==> src/rtl/pdx_pkg.sv <==
package pdx_pkg;

    localparam int LANES      = 4;
    localparam int FP_W       = 32;
    localparam int EXP_W      = 8;
    localparam int MANT_W     = 23;
    localparam int WORD_W     = 16;
    localparam int ALIGN_BITS = 4;
    localparam int FLAG_N     = 6;

    localparam int B_IE  = 0;
    localparam int B_DE  = 1;
    localparam int B_ZE  = 2;
    localparam int B_DAZ = 6;
    localparam int B_IM  = 7;
    localparam int B_DM  = 8;
    localparam int B_ZM  = 9;

    typedef enum logic [2:0] {
        FLT_NONE = 3'd0,
        FLT_UD   = 3'd1,
        FLT_NM   = 3'd2,
        FLT_GP   = 3'd3,
        FLT_XF   = 3'd4
    } fault_e;

    typedef struct packed {
        logic is_zero;
        logic is_denorm;
        logic is_inf;
        logic is_nan;
        logic is_snan;
    } op_class_t;

    typedef struct packed {
        logic ze;
        logic de;
        logic ie;
    } lane_flags_t;

    function automatic op_class_t classify(input logic [EXP_W-1:0] e,
                                           input logic [MANT_W-1:0] m,
                                           input logic daz);
        op_class_t c;
        logic exp_max, exp_min, m_nz;
        exp_max     = &e;
        exp_min     = ~|e;
        m_nz        = |m;
        c.is_nan    = exp_max & m_nz;
        c.is_snan   = exp_max & m_nz & ~m[MANT_W-1];
        c.is_inf    = exp_max & ~m_nz;
        c.is_denorm = exp_min & m_nz & ~daz;
        c.is_zero   = exp_min & (~m_nz | daz);
        return c;
    endfunction

endpackage

==> src/rtl/pdx_lane_check.sv <==
module pdx_lane_check
    import pdx_pkg::*;
#(
    parameter int W = FP_W
) (
    input  logic [W-1:0] a_i,
    input  logic [W-1:0] b_i,
    input  logic         daz_i,
    output lane_flags_t  flags_o
);
    localparam int SIGN_POS = W - 1;

    op_class_t ca, cb;
    logic      sign_unused;
    logic      a_finite_nz;

    assign sign_unused = a_i[SIGN_POS] ^ b_i[SIGN_POS];

    always_comb begin
        ca = classify(a_i[W-2 -: EXP_W], a_i[MANT_W-1:0], daz_i);
        cb = classify(b_i[W-2 -: EXP_W], b_i[MANT_W-1:0], daz_i);
        a_finite_nz = ~ca.is_nan & ~ca.is_inf & ~ca.is_zero;

        flags_o.ie = ca.is_snan | cb.is_snan
                   | (ca.is_zero & cb.is_zero)
                   | (ca.is_inf & cb.is_inf);
        flags_o.ze = ~flags_o.ie & cb.is_zero & a_finite_nz;
        flags_o.de = ~flags_o.ie & ~ca.is_nan & ~cb.is_nan
                   & (ca.is_denorm | cb.is_denorm);
    end
endmodule

==> src/rtl/pdx_fault_select.sv <==
module pdx_fault_select
    import pdx_pkg::*;
#(
    parameter int AB = ALIGN_BITS
) (
    input  logic          simd_present_i,
    input  logic          emulate_i,
    input  logic          task_sw_i,
    input  logic          os_save_i,
    input  logic          os_simd_exc_i,
    input  logic          mem_op_i,
    input  logic [AB-1:0] addr_i,
    input  logic          num_unmasked_i,
    output fault_e        fault_o,
    output logic          pre_exec_o
);
    logic cfg_bad, misaligned;

    assign cfg_bad    = ~simd_present_i | emulate_i | ~os_save_i;
    assign misaligned = mem_op_i & (|addr_i);
    assign pre_exec_o = cfg_bad | task_sw_i | misaligned;

    always_comb begin
        if (cfg_bad)             fault_o = FLT_UD;
        else if (task_sw_i)      fault_o = FLT_NM;
        else if (misaligned)     fault_o = FLT_GP;
        else if (num_unmasked_i) fault_o = os_simd_exc_i ? FLT_XF : FLT_UD;
        else                     fault_o = FLT_NONE;
    end
endmodule

==> src/rtl/pdx_div_guard.sv <==
module pdx_div_guard
    import pdx_pkg::*;
(
    input  logic                   clk,
    input  logic                   rst,
    input  logic                   op_valid,
    input  logic [LANES*FP_W-1:0]  dividend,
    input  logic [LANES*FP_W-1:0]  divisor,
    input  logic [WORD_W-1:0]      ctl_word_in,
    input  logic                   cfg_simd_present,
    input  logic                   cfg_emulate,
    input  logic                   cfg_task_switched,
    input  logic                   cfg_os_save,
    input  logic                   cfg_os_simd_exc,
    input  logic                   mem_operand,
    input  logic [ALIGN_BITS-1:0]  addr_low,
    output logic [2:0]             fault_code,
    output logic [LANES-1:0]       lane_wr_en,
    output logic [WORD_W-1:0]      ctl_word_out
);
    localparam int UPPER_W = WORD_W - FLAG_N;

    lane_flags_t lane_fl [LANES];
    lane_flags_t any_fl;
    logic [FLAG_N-1:0] new_flags;
    logic              unmasked;
    logic              pre_exec;
    fault_e            sel_fault;
    logic [WORD_W-1:0] next_word;

    for (genvar i = 0; i < LANES; i++) begin : g_lane
        pdx_lane_check #(.W(FP_W)) i_lane (
            .a_i     (dividend[i*FP_W +: FP_W]),
            .b_i     (divisor[i*FP_W +: FP_W]),
            .daz_i   (ctl_word_in[B_DAZ]),
            .flags_o (lane_fl[i])
        );
    end

    always_comb begin
        any_fl = '0;
        for (int i = 0; i < LANES; i++) begin
            any_fl = any_fl | lane_fl[i];
        end
        new_flags        = '0;
        new_flags[B_IE]  = any_fl.ie;
        new_flags[B_DE]  = any_fl.de;
        new_flags[B_ZE]  = any_fl.ze;
        unmasked = (any_fl.ie & ~ctl_word_in[B_IM])
                 | (any_fl.de & ~ctl_word_in[B_DM])
                 | (any_fl.ze & ~ctl_word_in[B_ZM]);
    end

    pdx_fault_select #(.AB(ALIGN_BITS)) i_sel (
        .simd_present_i (cfg_simd_present),
        .emulate_i      (cfg_emulate),
        .task_sw_i      (cfg_task_switched),
        .os_save_i      (cfg_os_save),
        .os_simd_exc_i  (cfg_os_simd_exc),
        .mem_op_i       (mem_operand),
        .addr_i         (addr_low),
        .num_unmasked_i (unmasked),
        .fault_o        (sel_fault),
        .pre_exec_o     (pre_exec)
    );

    assign next_word = pre_exec ? ctl_word_in
                     : {ctl_word_in[WORD_W-1 -: UPPER_W],
                        ctl_word_in[FLAG_N-1:0] | new_flags};

    always_ff @(posedge clk) begin
        if (rst) begin
            fault_code   <= FLT_NONE;
            lane_wr_en   <= '0;
            ctl_word_out <= '0;
        end else if (op_valid) begin
            fault_code   <= sel_fault;
            lane_wr_en   <= (sel_fault == FLT_NONE) ? '1 : '0;
            ctl_word_out <= next_word;
        end else begin
            fault_code   <= FLT_NONE;
            lane_wr_en   <= '0;
        end
    end
endmodule

==> config.mk <==
export PLATFORM = sky130hd
export DESIGN_NAME = pdx_div_guard
export DESIGN_NICKNAME = d
export VERILOG_FILES = /design/src/rtl/pdx_pkg.sv /design/src/rtl/pdx_lane_check.sv /design/src/rtl/pdx_fault_select.sv /design/src/rtl/pdx_div_guard.sv
export SDC_FILE = /design/constraint.sdc
export NUM_CORES = 1
export LEC_CHECK = 0
export BUFFER_PORTS_ARGS = -buffer_cell sky130_fd_sc_hd__buf_2
export CORE_AREA = 2 2 119 121
export CTS_CLUSTER_DIAMETER = 30
export CTS_CLUSTER_SIZE = 20
export DETAILED_ROUTE_END_ITERATION = 8
export DIE_AREA = 0 0 121 123
export HOLD_SLACK_MARGIN = 0.08
export MAX_ROUTING_LAYER = met4
export PLACE_DENSITY = 0.54
export SLEW_MARGIN = 25
export SYNTH_ARGS = -nofsm -noshare
export SYNTH_HDL_FRONTEND = slang
export SYNTH_SLANG_ARGS = --single-unit
==> constraint.sdc <==
create_clock -name clk -period 5.85 [get_ports clk]
set_input_delay 0.585 -clock clk [delete_from_list [all_inputs] [get_ports clk]]
set_output_delay 0.585 -clock clk [all_outputs]
set_load 0.01 [all_outputs]
# After elaboration in Yosys (flattened, before gate mapping)
# Cells that the tools add are included.
[classes]
add_sub_neg = 0
multipliers = 0
div_mod_pow = 0
n_lt_le_gt_ge = 0
eq_ne = 0
shifts = 0
mux = 7
n_bitwise = 165
reduce_logical = 35
[ops]
columns = ["operator", "count"]
rows = [
  ["$reduce_or 23->1", 8],
  ["$and 1x1->1", 88],
  ["$reduce_and 8->1", 8],
  ["$reduce_or 8->1", 8],
  ["$not 1->1", 43],
  ["$or 1x1->1", 30],
  ["$mux 3", 5],
  ["$or 3x3->3", 3],
  ["$logic_not 1->1", 8],
  ["$mux 6", 1],
  ["$or 6x3->6", 1],
  ["$mux 4", 1],
  ["$reduce_or 4->1", 1],
  ["$logic_not 3->1", 1],
  ["$reduce_or 2->1", 1],
]
[word_totals]
regBits = 23
latchBits = 0
mem_bits_rw = 0
romBits = 0
inputBits = 285
output_inout_bits = 23
word_cells = 210
memories = 0

# Logic depth before layout (Yosys ltp)
[depth]
ltp_word = 23
depth_mapped = 8
ltp_nobuf = 8

# Modules after synthesis
# Synthesis repeated with hierarchy kept, for this count alone.
[hier_totals]
hier_cells = 258
hier_area_um2 = 2087.0
[by_module_without_submodules]
columns = ["mod", "instances", "cells_per_inst", "area_each_um2", "seq_area_each_um2"]
rows = [
  ["pdx_lane_check", 4, 43, 297.8, 0.0],
  ["pdx_div_guard", 1, 75, 813.3, 400.4],
  ["pdx_fault_select", 1, 11, 82.6, 0.0],
]

# Least setup slack after synthesis
# No wires, ideal clock.
[synth_path]
path_kind = "input to register"
startpoint = "input dividend[48]"
endpoint = "register fault_code[2]"
setup_ns = 0.116
arrival_ns = 2.514
required_ns = 5.734
path_slack_ns = 3.220
path_stages = 8
n_path_buf = 0
path_cell_list = "nor4_2 > nand4_2 > o21a_1 > o2111a_1 > or4_1 > nor2b_1 > a221o_1 > and4_1"
[synth_via]
elab_chain_len = 21
elab_cells_between_ends = 38
cone_classes = "mux: 4; bitwise: 33; reduce/logical: 1"
[synth_lines]
columns = ["element", "line_no", "source"]
rows = [
  ["start: declaration", "pdx_div_guard.sv:7", "input logic [LANES*FP_W-1:0] dividend,"],
  ["$reduce_or 23->1 (*)", "pdx_pkg.sv:48", "m_nz = |m;"],
  ["$not 1->1", "pdx_pkg.sv:51, pdx_pkg.sv:53", ""],
  ["$or 1x1->1", "pdx_pkg.sv:53", "c.is_zero = exp_min & (~m_nz | daz);"],
  ["$and 1x1->1", "pdx_pkg.sv:53", ""],
  ["$and 1x1->1", "pdx_lane_check.sv:25", "| (ca.is_zero & cb.is_zero)"],
  ["$or 1x1->1", "pdx_lane_check.sv:25", ""],
  ["$or 1x1->1", "pdx_lane_check.sv:26", "| (ca.is_inf & cb.is_inf);"],
  ["$not 1->1", "pdx_lane_check.sv:27, pdx_lane_check.sv:28", ""],
  ["(+3 left out)", "n/a", ""],
  ["$or 3x3->3 (*) (3 in series)", "pdx_div_guard.sv:43", "any_fl = any_fl | lane_fl[i];"],
  ["$and 1x1->1", "pdx_div_guard.sv:50", "| (any_fl.de & ~ctl_word_in[B_DM])"],
  ["$or 1x1->1", "pdx_div_guard.sv:50", ""],
  ["$or 1x1->1 (*)", "pdx_div_guard.sv:51", "| (any_fl.ze & ~ctl_word_in[B_ZM]);"],
  ["$mux 3 (*)", "pdx_fault_select.sv:27", "else if (num_unmasked_i) fault_o = os_simd_exc_i ? FLT_XF : FLT_UD;"],
  ["$mux 3 (*)", "pdx_fault_select.sv:26", "else if (misaligned) fault_o = FLT_GP;"],
  ["$mux 3 (*)", "pdx_fault_select.sv:25", "else if (task_sw_i) fault_o = FLT_NM;"],
  ["$mux 3 (*)", "pdx_fault_select.sv:24", "if (cfg_bad) fault_o = FLT_UD;"],
  ["end signal: assignment", "pdx_div_guard.sv:77", "fault_code <= sel_fault;"],
  ["end: declaration", "pdx_div_guard.sv:17", "output logic [2:0] fault_code,"],
]
# Every way passes the cells marked *; elsewhere a longest branch is shown, timed or not.
# A chain may end at the register's enable or synchronous reset.

# Worst setup path after layout
[layout_path]
startpoint = "input divisor[97]"
endpoint = "register fault_code[2]"
[layout_via]
elab_chain_len = 19
elab_cells_between_ends = 32
cone_classes = "mux: 4; bitwise: 27; reduce/logical: 1"
[layout_lines]
columns = ["element", "line_no", "source"]
rows = [
  ["start: declaration", "pdx_div_guard.sv:8", "input logic [LANES*FP_W-1:0] divisor,"],
  ["$reduce_or 23->1 (*)", "pdx_pkg.sv:48", ""],
  ["$not 1->1", "pdx_pkg.sv:51, pdx_pkg.sv:53", ""],
  ["$or 1x1->1", "pdx_pkg.sv:53", ""],
  ["$and 1x1->1", "pdx_pkg.sv:53", ""],
  ["$and 1x1->1", "pdx_lane_check.sv:25", ""],
  ["$or 1x1->1", "pdx_lane_check.sv:25", ""],
  ["$or 1x1->1", "pdx_lane_check.sv:26", ""],
  ["$not 1->1", "pdx_lane_check.sv:27, pdx_lane_check.sv:28", ""],
  ["(+3 left out)", "n/a", ""],
  ["$or 3x3->3 (*)", "pdx_div_guard.sv:43", ""],
  ["$and 1x1->1", "pdx_div_guard.sv:50", ""],
  ["$or 1x1->1", "pdx_div_guard.sv:50", ""],
  ["$or 1x1->1 (*)", "pdx_div_guard.sv:51", ""],
  ["$mux 3 (*)", "pdx_fault_select.sv:27", ""],
  ["$mux 3 (*)", "pdx_fault_select.sv:26", ""],
  ["$mux 3 (*)", "pdx_fault_select.sv:25", ""],
  ["$mux 3 (*)", "pdx_fault_select.sv:24", ""],
]
# Marked as above.

==> flow_metrics.env <==
export IMPL_status="complete, no violations"
export IMPL_synth_top_area_share_pct=20.93
export IMPL_yosys_warnings=0
export IMPL_use_met3_pct=1.661
export IMPL_cp_start_kind="input pin"
export IMPL_antenna_found_initial=0
export IMPL_dp_hpwl_mm=9.500
export IMPL_synth_area_top_cells="dfxtp_1 (21%), nor4_1 (12%), nand4_1 (8.2%)"
export IMPL_cp_slowest_cell="or4_1"
export IMPL_crit_path_end_kind="flip-flop"
export IMPL_grt_use_met1_pct=15.64
export IMPL_ys_types=45
export IMPL_drt_wl_total_mm=10.32
export IMPL_period_minus_slack_ns=2.818
export IMPL_post_cts_resized=0
export IMPL_layout_setup_ws_ns=3.032
export IMPL_post_route_period_util_pct=48.17
export IMPL_ir_drop_mv=0.08317
export IMPL_io_pins=308
export IMPL_syn_area_per_cell_um2=7.473
export IMPL_critPathRequiredTime_ns=6.00
export IMPL_postLayoutCellArea_mm2=0.003667
export IMPL_synth_fp_nets=541
export IMPL_dr_pass1_iters=4
export IMPL_finalClockSkew_ns=0
export IMPL_worstPathArrival_ns=2.96
export IMPL_drt_iter0_markers=82
export IMPL_rows=43
export IMPL_grt_busiest_layer="met2"
export IMPL_cap_viol_max_count=0
export IMPL_synth_seq_cells=20
export IMPL_clock_latency_ns=0.25
export IMPL_ys_seq_area_share_pct=20.93
export IMPL_wl_per_cell_um=14.13
export IMPL_synth_cells=256
export IMPL_coreArea_mm2=0.01361
export IMPL_slew_headroom_pct=59.03
export IMPL_fp_dieH_um=123
export IMPL_clock_root_buffer="clkbuf_16"
export IMPL_via_per_inst=4.419
export IMPL_die_area_mm2=0.01488
export IMPL_clock_sinks=20
export IMPL_r2r_setup_slack_ns=5.17
export IMPL_cp_top_family="simple AND/OR/NAND/NOR gates"
export IMPL_clockBufferDepth=2
export IMPL_regToRegStartpoint="ctl_word_out[1]"
export IMPL_slowest_delay_ns=0.60
export IMPL_fmax_ghz=0.3548
export IMPL_area_growth_pct=91.69
export IMPL_drive_above_1_share_pct=57.45
export IMPL_holdWs_ns=0.4812
export IMPL_numCtsBuffers=3
export IMPL_grt_usage_pct=12.82
export IMPL_critical_path_cell_chain="buf_2, nor4_1, nand4_1, o21ai_0, a2111oi_0, or4_1, nor2b_1, a221o_1, and4_1"
export IMPL_synth_edff_count=0
export IMPL_p_per_area_mw_per_mm2=118.2
export IMPL_worstMarginPinSlew_ns=0.5990
export IMPL_tns_ns=0
export IMPL_hold_path_class="flip-flop to flip-flop"
export IMPL_synth_top_area_cell="dfxtp_1"
export IMPL_netlist_area_mm2=0.001913
export IMPL_leakage_nw=1.745
export IMPL_cts_tree="done"
export IMPL_antenna_cells=0
export IMPL_crit_buf_inv=1
export IMPL_layout_common_cells="buf_2 (299), nor2_1 (38), nor4_1 (38), nand4_1 (25), dfxtp_1 (20)"
export IMPL_post_cts_buffers=0
export IMPL_fillCellCount=1550
export IMPL_dpl_worst_slack_ns=2.745
export IMPL_setup_violations=0
export IMPL_critPathLaunch="divisor[97]"
export IMPL_finalHoldViolCount=0
export IMPL_post_dp_cell_area_mm2=0.003592
export IMPL_crit_type="input pin to flip-flop"
export IMPL_holdCritStartpoint="ctl_word_out[2]"
export IMPL_slew_violations=0
export IMPL_synth_async_reset_ratio_pct=0
export IMPL_place_congestion=0.7993
export IMPL_grt_ovfl_total=0
export IMPL_ant_nets=0
export IMPL_postCtsHoldBufs=0
export IMPL_grt_max_degree=21
export IMPL_grt_pass1_vias=2941
export IMPL_cp_max_fo=4
export IMPL_final_common_cell="buf_2"
export IMPL_fp_dieW_um=121
export IMPL_rsz0062_at_grt="false"
export IMPL_synth_flop_cell="dfxtp_1"
export IMPL_num_vias=3226
export IMPL_htree_levels=1
export IMPL_path_clk_slew_ns=0.05
export IMPL_start_util_pct=14.05
export IMPL_drcViolationCount=0
export IMPL_port_buffers=299
export IMPL_grt_util_met2_pct=23.21
export IMPL_grt_pass1_wl_mm=14.30
export IMPL_nets=837
## metrics by stage
stage / util (%) / power, W / std cells
detailed placement: 26.39 / 0.0003002 / 727
global placement: 26.39 / 0.0002995 / 727
CTS: 26.94 / 0.0004406 / 730
floorplan: - / 0.0001859 / 256
finish: 26.94 / 0.0004335 / 730
global route: 26.94 / 0.0004597 / 730
## kinds of logic (layout without fill, tap and decap cells)
kind of cell | after synthesis | in the layout | synth area share (%)
multiplexers | 13 | 13 | 6.802
AND/OR/NAND/NOR | 160 | 160 | 49.51
AO/OA/AOI/OAI | 49 | 49 | 18.64
flip-flops | 20 | 20 | 20.93
buffers and inverters | 14 | 308 | 4.120
## cell type report
cell class              count  area [um^2]  area share, %
flip-flops and latches     20        400.4          10.92
inverters                   6        36.28         0.9894
repair buffers            299         1496          40.81
well taps                 180        225.2          6.141
multi-input cells         222         1434          39.10
clock buffers               3        75.07          2.047
## registers in the layout, summed over array words and instances, names as in the netlist
signal and flops:
ctl_word_out 16, fault_code 3, lane_wr_en 1
## synth_stat cells, types with 3 or more instances
cell,n
o21a_1,4
dfxtp_1,20
or4_1,17
buf_4,3
o21ai_0,15
a211oi_1,3
inv_1,5
nor4_1,38
clkbuf_1,3
nand2_1,11
nor2_1,38
a21oi_1,3
nand4_1,25
mux2i_1,13
nor3_1,10
nor4_2,5
o21ba_2,3
## power by group
part	leakage, nW	internal, W	switching, W	total (W)
registers	0.165	0.000144	0.00000307	0.000147
logic	1.54	0.0000870	0.0000619	0.000149
clock network	0.0370	0.0000901	0.0000477	0.000138
total	1.75	0.000321	0.000113	0.000433
## path summary, 6_finish.rpt
path,to,depth (start not counted)
worst min-delay path,ctl_word_out[2],2
worst max-delay path,fault_code[2],9
worst min register to register,ctl_word_out[2],2
worst max register to register,ctl_word_out[1],2
## per-layer routing
metal / vias to the layer above / routed length [um]
met2: 159 / 5250
met1: 1420 / 4203
met4: 0 / 57
met5: - / 0
met3: 6 / 806
li1: 1641 / -
## worst min-delay path, delay by kind of cell, from the launching register on
family	cells	cell delay (ns)
compound gates	1	0.05
flops	1	0.30
simple gates	1	0.08
No activity file was read; power rests on OpenSTA's default activity.
